<file path="src/rtl/foc_mmio_pkg.sv">
package foc_mmio_pkg;
  localparam int WORD_W    = 4;
  localparam int N_FB      = 4;
  localparam int N_OUT     = 3;
  localparam int N_GAIN    = 4;
  localparam int WD_CTRL   = 0;
  localparam int WD_STAT   = 1;
  localparam int FB_BASE   = 2;
  localparam int OUT_BASE  = 6;
  localparam int GAIN_BASE = 9;
  localparam int CTRL_GO   = 0;
  localparam int STAT_BUSY = 0;
  localparam int STAT_DONE = 1;
endpackage

</file>
<file path="src/rtl/foc_bus_port.sv">
module foc_bus_port #(
  parameter int ADDR_W = 6,
  parameter int BUS_W  = 32,
  parameter int WORD_W = 4
) (
  input  logic              clk,
  input  logic              rst_n,
  input  logic              req_valid,
  output logic              req_ready,
  input  logic              req_write,
  input  logic [ADDR_W-1:0] req_addr,
  input  logic [BUS_W-1:0]  req_wdata,
  output logic              rsp_valid,
  input  logic              rsp_ready,
  output logic [BUS_W-1:0]  rsp_rdata,
  output logic              wr_fire,
  output logic [WORD_W-1:0] wr_word,
  output logic [BUS_W-1:0]  wr_data,
  output logic              rd_fire,
  output logic [WORD_W-1:0] rd_word,
  input  logic [BUS_W-1:0]  rd_value
);
  localparam int LSB = 2;
  localparam int TOP = WORD_W + LSB;

  logic              hit;
  logic              accept;
  logic              rd_wait;
  logic              rd_hit_q;
  logic [WORD_W-1:0] rd_word_q;

  generate
    if (ADDR_W > TOP) begin : g_wide
      assign hit = ~|req_addr[ADDR_W-1:TOP];
    end else begin : g_narrow
      assign hit = 1'b1;
    end
  endgenerate

  assign req_ready = !rd_wait && !rsp_valid;
  assign accept    = req_valid && req_ready;
  assign wr_fire   = accept && req_write && hit;
  assign wr_word   = req_addr[TOP-1:LSB];
  assign wr_data   = req_wdata;
  assign rd_word   = rd_word_q;
  assign rd_fire   = rd_wait && rd_hit_q;

  always_ff @(posedge clk) begin
    if (!rst_n) begin
      rd_wait   <= 1'b0;
      rd_hit_q  <= 1'b0;
      rd_word_q <= '0;
      rsp_valid <= 1'b0;
      rsp_rdata <= '0;
    end else begin
      if (accept && !req_write) begin
        rd_wait   <= 1'b1;
        rd_hit_q  <= hit;
        rd_word_q <= req_addr[TOP-1:LSB];
      end else if (rd_wait) begin
        rd_wait <= 1'b0;
      end
      if (rd_wait) begin
        rsp_valid <= 1'b1;
        rsp_rdata <= rd_hit_q ? rd_value : '0;
      end else if (rsp_valid && rsp_ready) begin
        rsp_valid <= 1'b0;
      end
    end
  end
endmodule

</file>
<file path="src/rtl/foc_reg_bank.sv">
module foc_reg_bank #(
  parameter int DW        = 16,
  parameter int BUS_W     = 32,
  parameter int WORD_W    = 4,
  parameter int N_FB      = 4,
  parameter int N_GAIN    = 4,
  parameter int FB_BASE   = 2,
  parameter int GAIN_BASE = 9
) (
  input  logic                   clk,
  input  logic                   rst_n,
  input  logic                   wr_fire,
  input  logic [WORD_W-1:0]      wr_word,
  input  logic [BUS_W-1:0]       wr_data,
  input  logic                   load,
  output logic [N_FB*DW-1:0]     live_fb,
  output logic [N_FB*DW-1:0]     shadow_fb,
  output logic [N_GAIN*DW-1:0]   live_gain,
  output logic [N_GAIN*DW-1:0]   shadow_gain
);
  genvar i;
  generate
    for (i = 0; i < N_FB; i++) begin : g_fb
      localparam logic [WORD_W-1:0] MYW = WORD_W'(FB_BASE + i);
      logic [DW-1:0] live_q, shad_q;
      always_ff @(posedge clk) begin
        if (!rst_n) begin
          live_q <= '0;
          shad_q <= '0;
        end else begin
          if (wr_fire && wr_word == MYW) live_q <= wr_data[DW-1:0];
          if (load) shad_q <= live_q;
        end
      end
      assign live_fb[i*DW +: DW]   = live_q;
      assign shadow_fb[i*DW +: DW] = shad_q;
    end
    for (i = 0; i < N_GAIN; i++) begin : g_gain
      localparam logic [WORD_W-1:0] MYW = WORD_W'(GAIN_BASE + i);
      logic [DW-1:0] live_q, shad_q;
      always_ff @(posedge clk) begin
        if (!rst_n) begin
          live_q <= '0;
          shad_q <= '0;
        end else begin
          if (wr_fire && wr_word == MYW) live_q <= wr_data[DW-1:0];
          if (load) shad_q <= live_q;
        end
      end
      assign live_gain[i*DW +: DW]   = live_q;
      assign shadow_gain[i*DW +: DW] = shad_q;
    end
  endgenerate
endmodule

</file>
<file path="src/rtl/foc_handshake.sv">
module foc_handshake #(
  parameter int DW     = 16,
  parameter int N_OUT  = 3,
  parameter bit IRQ_EN = 1'b1
) (
  input  logic                 clk,
  input  logic                 rst_n,
  input  logic                 go_req,
  input  logic                 stat_wr,
  input  logic                 clr_req,
  input  logic                 rd_clr,
  input  logic                 dp_done,
  input  logic [N_OUT*DW-1:0]  dp_volt,
  output logic                 load,
  output logic                 busy,
  output logic                 done,
  output logic                 dp_start,
  output logic                 irq,
  output logic [N_OUT*DW-1:0]  volt_q
);
  logic finish;
  assign load   = go_req && !busy;
  assign finish = busy && dp_done;

  always_ff @(posedge clk) begin
    if (!rst_n) begin
      busy     <= 1'b0;
      done     <= 1'b0;
      dp_start <= 1'b0;
    end else begin
      dp_start <= load;
      if (load) begin
        busy <= 1'b1;
        done <= 1'b0;
      end else if (finish) begin
        busy <= 1'b0;
        done <= 1'b1;
      end else if (clr_req || rd_clr) begin
        done <= 1'b0;
      end
    end
  end

  genvar k;
  generate
    for (k = 0; k < N_OUT; k++) begin : g_out
      always_ff @(posedge clk) begin
        if (!rst_n) volt_q[k*DW +: DW] <= '0;
        else if (finish) volt_q[k*DW +: DW] <= dp_volt[k*DW +: DW];
      end
    end
    if (IRQ_EN) begin : g_irq
      logic irq_q;
      always_ff @(posedge clk) begin
        if (!rst_n) irq_q <= 1'b0;
        else if (finish) irq_q <= 1'b1;
        else if (stat_wr) irq_q <= 1'b0;
      end
      assign irq = irq_q;
    end else begin : g_noirq
      assign irq = 1'b0;
    end
  endgenerate
endmodule

</file>
<file path="src/rtl/foc_mmio_wrap.sv">
module foc_mmio_wrap
  import foc_mmio_pkg::*;
#(
  parameter int DW     = 16,
  parameter int ADDR_W = 6,
  parameter int BUS_W  = 32,
  parameter bit IRQ_EN = 1'b1
) (
  input  logic                  clk,
  input  logic                  rst_n,
  input  logic                  req_valid,
  output logic                  req_ready,
  input  logic                  req_write,
  input  logic [ADDR_W-1:0]     req_addr,
  input  logic [BUS_W-1:0]      req_wdata,
  output logic                  rsp_valid,
  input  logic                  rsp_ready,
  output logic [BUS_W-1:0]      rsp_rdata,
  output logic                  dp_start,
  output logic [N_FB*DW-1:0]    dp_feedback,
  output logic [N_GAIN*DW-1:0]  dp_gains,
  input  logic                  dp_done,
  input  logic [N_OUT*DW-1:0]   dp_volt,
  output logic                  irq
);
  localparam logic [WORD_W-1:0] W_CTRL = WORD_W'(WD_CTRL);
  localparam logic [WORD_W-1:0] W_STAT = WORD_W'(WD_STAT);

  logic              wr_fire, rd_fire, load;
  logic [WORD_W-1:0] wr_word, rd_word;
  logic [BUS_W-1:0]  wr_data, rd_value;
  logic              go_req, stat_wr, clr_req, rd_clr;
  logic              st_busy, st_done;
  logic [N_FB*DW-1:0]   live_fb;
  logic [N_GAIN*DW-1:0] live_gain;
  logic [N_OUT*DW-1:0]  volt_q;

  foc_bus_port #(.ADDR_W(ADDR_W), .BUS_W(BUS_W), .WORD_W(WORD_W)) u_port (
    .clk(clk), .rst_n(rst_n),
    .req_valid(req_valid), .req_ready(req_ready), .req_write(req_write),
    .req_addr(req_addr), .req_wdata(req_wdata),
    .rsp_valid(rsp_valid), .rsp_ready(rsp_ready), .rsp_rdata(rsp_rdata),
    .wr_fire(wr_fire), .wr_word(wr_word), .wr_data(wr_data),
    .rd_fire(rd_fire), .rd_word(rd_word), .rd_value(rd_value)
  );

  assign go_req  = wr_fire && wr_word == W_CTRL && wr_data[CTRL_GO];
  assign stat_wr = wr_fire && wr_word == W_STAT;
  assign clr_req = stat_wr && wr_data[STAT_DONE];
  assign rd_clr  = rd_fire && rd_word == W_STAT;

  foc_reg_bank #(
    .DW(DW), .BUS_W(BUS_W), .WORD_W(WORD_W), .N_FB(N_FB), .N_GAIN(N_GAIN),
    .FB_BASE(FB_BASE), .GAIN_BASE(GAIN_BASE)
  ) u_bank (
    .clk(clk), .rst_n(rst_n), .wr_fire(wr_fire), .wr_word(wr_word),
    .wr_data(wr_data), .load(load),
    .live_fb(live_fb), .shadow_fb(dp_feedback),
    .live_gain(live_gain), .shadow_gain(dp_gains)
  );

  foc_handshake #(.DW(DW), .N_OUT(N_OUT), .IRQ_EN(IRQ_EN)) u_seq (
    .clk(clk), .rst_n(rst_n), .go_req(go_req), .stat_wr(stat_wr),
    .clr_req(clr_req), .rd_clr(rd_clr), .dp_done(dp_done), .dp_volt(dp_volt),
    .load(load), .busy(st_busy), .done(st_done), .dp_start(dp_start),
    .irq(irq), .volt_q(volt_q)
  );

  always_comb begin
    rd_value = '0;
    if (rd_word == W_STAT) begin
      rd_value[STAT_BUSY] = st_busy;
      rd_value[STAT_DONE] = st_done;
    end
    for (int i = 0; i < N_FB; i++)
      if (rd_word == WORD_W'(FB_BASE + i)) rd_value[DW-1:0] = live_fb[i*DW +: DW];
    for (int i = 0; i < N_OUT; i++)
      if (rd_word == WORD_W'(OUT_BASE + i)) rd_value[DW-1:0] = volt_q[i*DW +: DW];
    for (int i = 0; i < N_GAIN; i++)
      if (rd_word == WORD_W'(GAIN_BASE + i)) rd_value[DW-1:0] = live_gain[i*DW +: DW];
  end
endmodule

</file>
<file path="config.mk">
export PLATFORM = sky130hd
export DESIGN_NAME = foc_mmio_wrap
export DESIGN_NICKNAME = d
export VERILOG_FILES = /design/src/rtl/foc_mmio_pkg.sv /design/src/rtl/foc_bus_port.sv /design/src/rtl/foc_reg_bank.sv /design/src/rtl/foc_handshake.sv /design/src/rtl/foc_mmio_wrap.sv
export SDC_FILE = /design/constraint.sdc
export NUM_CORES = 1
export LEC_CHECK = 0
export ABC_AREA = 1
export BUFFER_PORTS_ARGS = -buffer_cell sky130_fd_sc_hd__buf_2
export CAP_MARGIN = 25
export CORE_ASPECT_RATIO = 0.8
export CORE_MARGIN = 2
export CORE_UTILIZATION = 40
export DETAILED_ROUTE_END_ITERATION = 10
export PLACE_DENSITY = 0.73
export SYNTH_ARGS = -nofsm -noshare
export SYNTH_HDL_FRONTEND = slang
export SYNTH_SLANG_ARGS = --single-unit
</file>
<file path="constraint.sdc">
create_clock -name clk -period 1.57 [get_ports clk]
set_input_delay 0.314 -clock clk [delete_from_list [all_inputs] [get_ports clk]]
set_output_delay 0.314 -clock clk [all_outputs]
set_load 0.02 [all_outputs]
</file>
==> qor.yml <==
dp_hpwl_um: 33300
rows: 58
whs_ns: 0.0521
cp_common_cell: "buf_6"
ios: 256
ys_types: 28
comb_power_share: 0.077
violations: "negative setup slack"
min_to: "u_seq.volt_q[43]"
cts_tree: "built"
portBuffers: 221
fillCellCount: 2553
final_max_slew_viol_count: 0
via_per_inst: 5.86
grt_pass1_wl_um: 73600
peakVddDrop_mv: 0.599
clock-skew-final_ns: 0.0293
switchingPower_w: 0.00432
clk_path_buf_depth: 3
reg2reg_slack_ns: -0.35
timing.rr.start: "u_port.rsp_valid"
vias: 14600
synth_area_leader_cell: "dfxtp_1"
syn-instance-count: 1717
routabilityCongestion: 1.03
total_power_w: 0.0178
synth_area_leaders: "dfxtp_1 (51%), o21ai_0 (10%), nand2_1 (9.9%), a21oi_1 (6.2%), nand3_1 (6.1%)"
wirelength_um: 57400
finalSetupViolations: 259
cts.clk_slew.worst_paths_ns: 0.07
seq_area_frac_synth: 0.515
powerDensity_nw_per_um2: 939
clk_latency_ns: 0.53
core-area_um2: 31600
dieArea_um2: 33600
highest_layer: "met5"
reg2reg_depth: 10
hp-class: "primary input to register"
avgSynthCellArea_um2: 7.49
instances_no_fill: 2490
worst_r2r_endpoint: "u_bank.g_fb[2].live_q[7]"
cap_violations: 0
routedWlPerCell_um: 23.1
drt_iter0_drc: 2131
grt_pass1_vias: 12600
crit_fanout: 8
grt_overflow: 0
post-place-ws_ns: -0.303
wl_met1_um: 21900
nNetsFinal: 2144
status: "finished with violations"
dr_wl_met2_um: 23300
antenna_found_initial: 3
track_usage: 0.286
max_stage_delay_ns: 0.35
start_util: 0.408
drcViolationCount: 0
swShare: 0.242
p_seq_frac: 0.478
synth_area_um2: 12900
wl_met3_um: 8540
synth-seq-cells: 331
layout_setup_ws_ns: -0.353
clock_sinks: 331
yosys_warnings: 0
fp.dieW_um: 205
cts-htree-levels: 2
setup_tns_ns: -42.44
period_minus_slack_ns: 1.92
grt_max_degree: 95
hold_violations: 0
synth_top_area_share: 0.515
rsz0062_at_grt: "true"
relSlewSlack: 0.479
cp-end-kind: "register"
cp.required_ns: 2.01
p_leak_nw: 8.76
fmax_ghz: 0.520
path_cells: "nor2_4, nand3_4, buf_6, buf_6, buf_6, nor4_4, buf_4, buf_12, o21ai_2, a21oi_2"
dp.cells: 2358
firstDrtPassIters: 7
cts_made_buffers: 34
slowest_stage: "dfxtp_4"
holdPathStages: 3
syn2layout_area_growth_pct: 47.7
arrival_ns: 2.37
die_h_um: 164
holdCritStartpoint: "dp_volt[43]"
p_int_w: 0.0135
finalCritPeriodShare: 1.23
layout-drive-gt1-share: 0.376
ctsRootBufferMaster: "clkbuf_16"
clkPwrFrac: 0.445
worstSetupPathType: "register to register"
crit_path_start_kind: "register"
ant_nets: 0
worst_pin_slew_ns: 0.780
[logic make-up after synthesis]
kind of cell,count (synthesis),share of synthesized area
other,1,0.000291
buffers and inverters,276,0.0897
AOI/OAI and AO/OA,437,0.171
DFF,331,0.515
and+or+nand+nor,672,0.224
[placed cells by master (no fill, tap or decap), drive strengths merged, types with 3 or more instances in the layout]
cell type | netlist | final
buf | 60 | 391
nand2 | 339 | 339
dfxtp | 331 | 331
o21ai | 275 | 275
a21oi | 159 | 159
nand3 | 158 | 158
inv | 145 | 144
nor2 | 136 | 137
clkbuf | 69 | 66
nand4 | 26 | 26
conb | 1 | 16
or2 | 8 | 8
clkinv | 2 | 5
nor4 | 3 | 3
[per-stage QoR]
stage | area, um^2 | utilization
floorplan | 12900 | -
global placement | 15100 | 0.478
detailed placement | 15100 | 0.478
CTS | 17200 | 0.546
global route | 19000 | 0.602
finish | 19000 | 0.602
[worst max-delay path: cells and delay by family (launching register included)]
kind,cells,cell delay [ns]
flops,1,0.35
compound gates,2,0.28
simple gates,3,0.47
buf+inv,5,0.75
[timing repair]
action,in CTS,in global routing
cloned,14,29
buffers inserted,33,14
resized for setup,229,374
setup endpoints to repair,96,259
hold buffers,1,0
hold endpoints to repair,1,0
pin swaps,70,86
[cell type report]
class,count,area [um^2],share of cell area
Inverter,147,582,0.0306
Timing Repair inverter,1,7.51,0.000395
Clock buffer,47,961,0.0506
Sequential cell,331,6640,0.350
Clock inverter,5,81.3,0.00428
Antenna cell,2,5.00,0.000263
Timing Repair Buffer,411,3630,0.191
Multi-Input combinational cell,1126,6560,0.345
Tap cell,420,526,0.0277
[worst max path at each step]
stage | endpoint | startpoint | cells after the start
6_report | u_bank.g_fb[2].live_q[7] | u_port.rsp_valid | 10
5_1_grt | u_bank.g_fb[2].shad_q[15] | u_port.rsp_valid | 9
4_1_cts | u_port.rsp_rdata[11] | u_port.rd_word[2] | 14
3_5_place_dp | u_port.rsp_rdata[15] | u_port.rd_word[0] | 12
3_3_place_gp | u_port.rsp_rdata[15] | u_port.rd_word[0] | 12
2_1_floorplan | u_bank.g_fb[3].live_q[10] | u_port.rsp_valid | 7
[state kept, by name, indices dropped and copies added, names as in the netlist]
name / cells
u_seq.done: 1
u_seq.busy: 1
u_port.rsp_rdata: 16
u_port.rsp_valid: 1
u_seq.dp_start: 1
u_bank.g_fb.shad_q: 64
u_bank.g_gain.shad_q: 64
u_bank.g_fb.live_q: 64
u_port.rd_word: 4
u_bank.g_gain.live_q: 64
u_port.rd_hit_q: 1
u_port.rd_wait: 1
u_seq.volt_q: 48
u_seq.irq: 1
[synth_stat cells, drive strengths merged]
cell type	instances
a211oi	2
a21oi	159
buf	60
clkbuf	69
clkinv	2
conb	1
dfxtp	331
inv	145
nand2	339
nand3	158
nand3b	1
nand4	26
nor2	136
nor3	1
nor4	3
o21ai	275
o311ai	1
or2	8
[layer usage]
layer / global-route usage / up-vias
met5: 0 / -
met4: 0.118 / 2
li1: - / 6297
met3: 0.0916 / 315
met2: 0.406 / 1234
met1: 0.399 / 6737
[power groups by stage]
stage | Combinational, W | Clock (W) | Sequential [W]
final | 0.00136 | 0.00794 | 0.00853
after global routing | 0.00140 | 0.00827 | 0.00853
after CTS | 0.00114 | 0.00789 | 0.00851
after detailed placement | 0.000959 | 0 | 0.00869
after global placement | 0.000943 | 0 | 0.00869
after floorplan | 0.000492 | 0 | 0.00867
(Power assumes the default switching activity.)
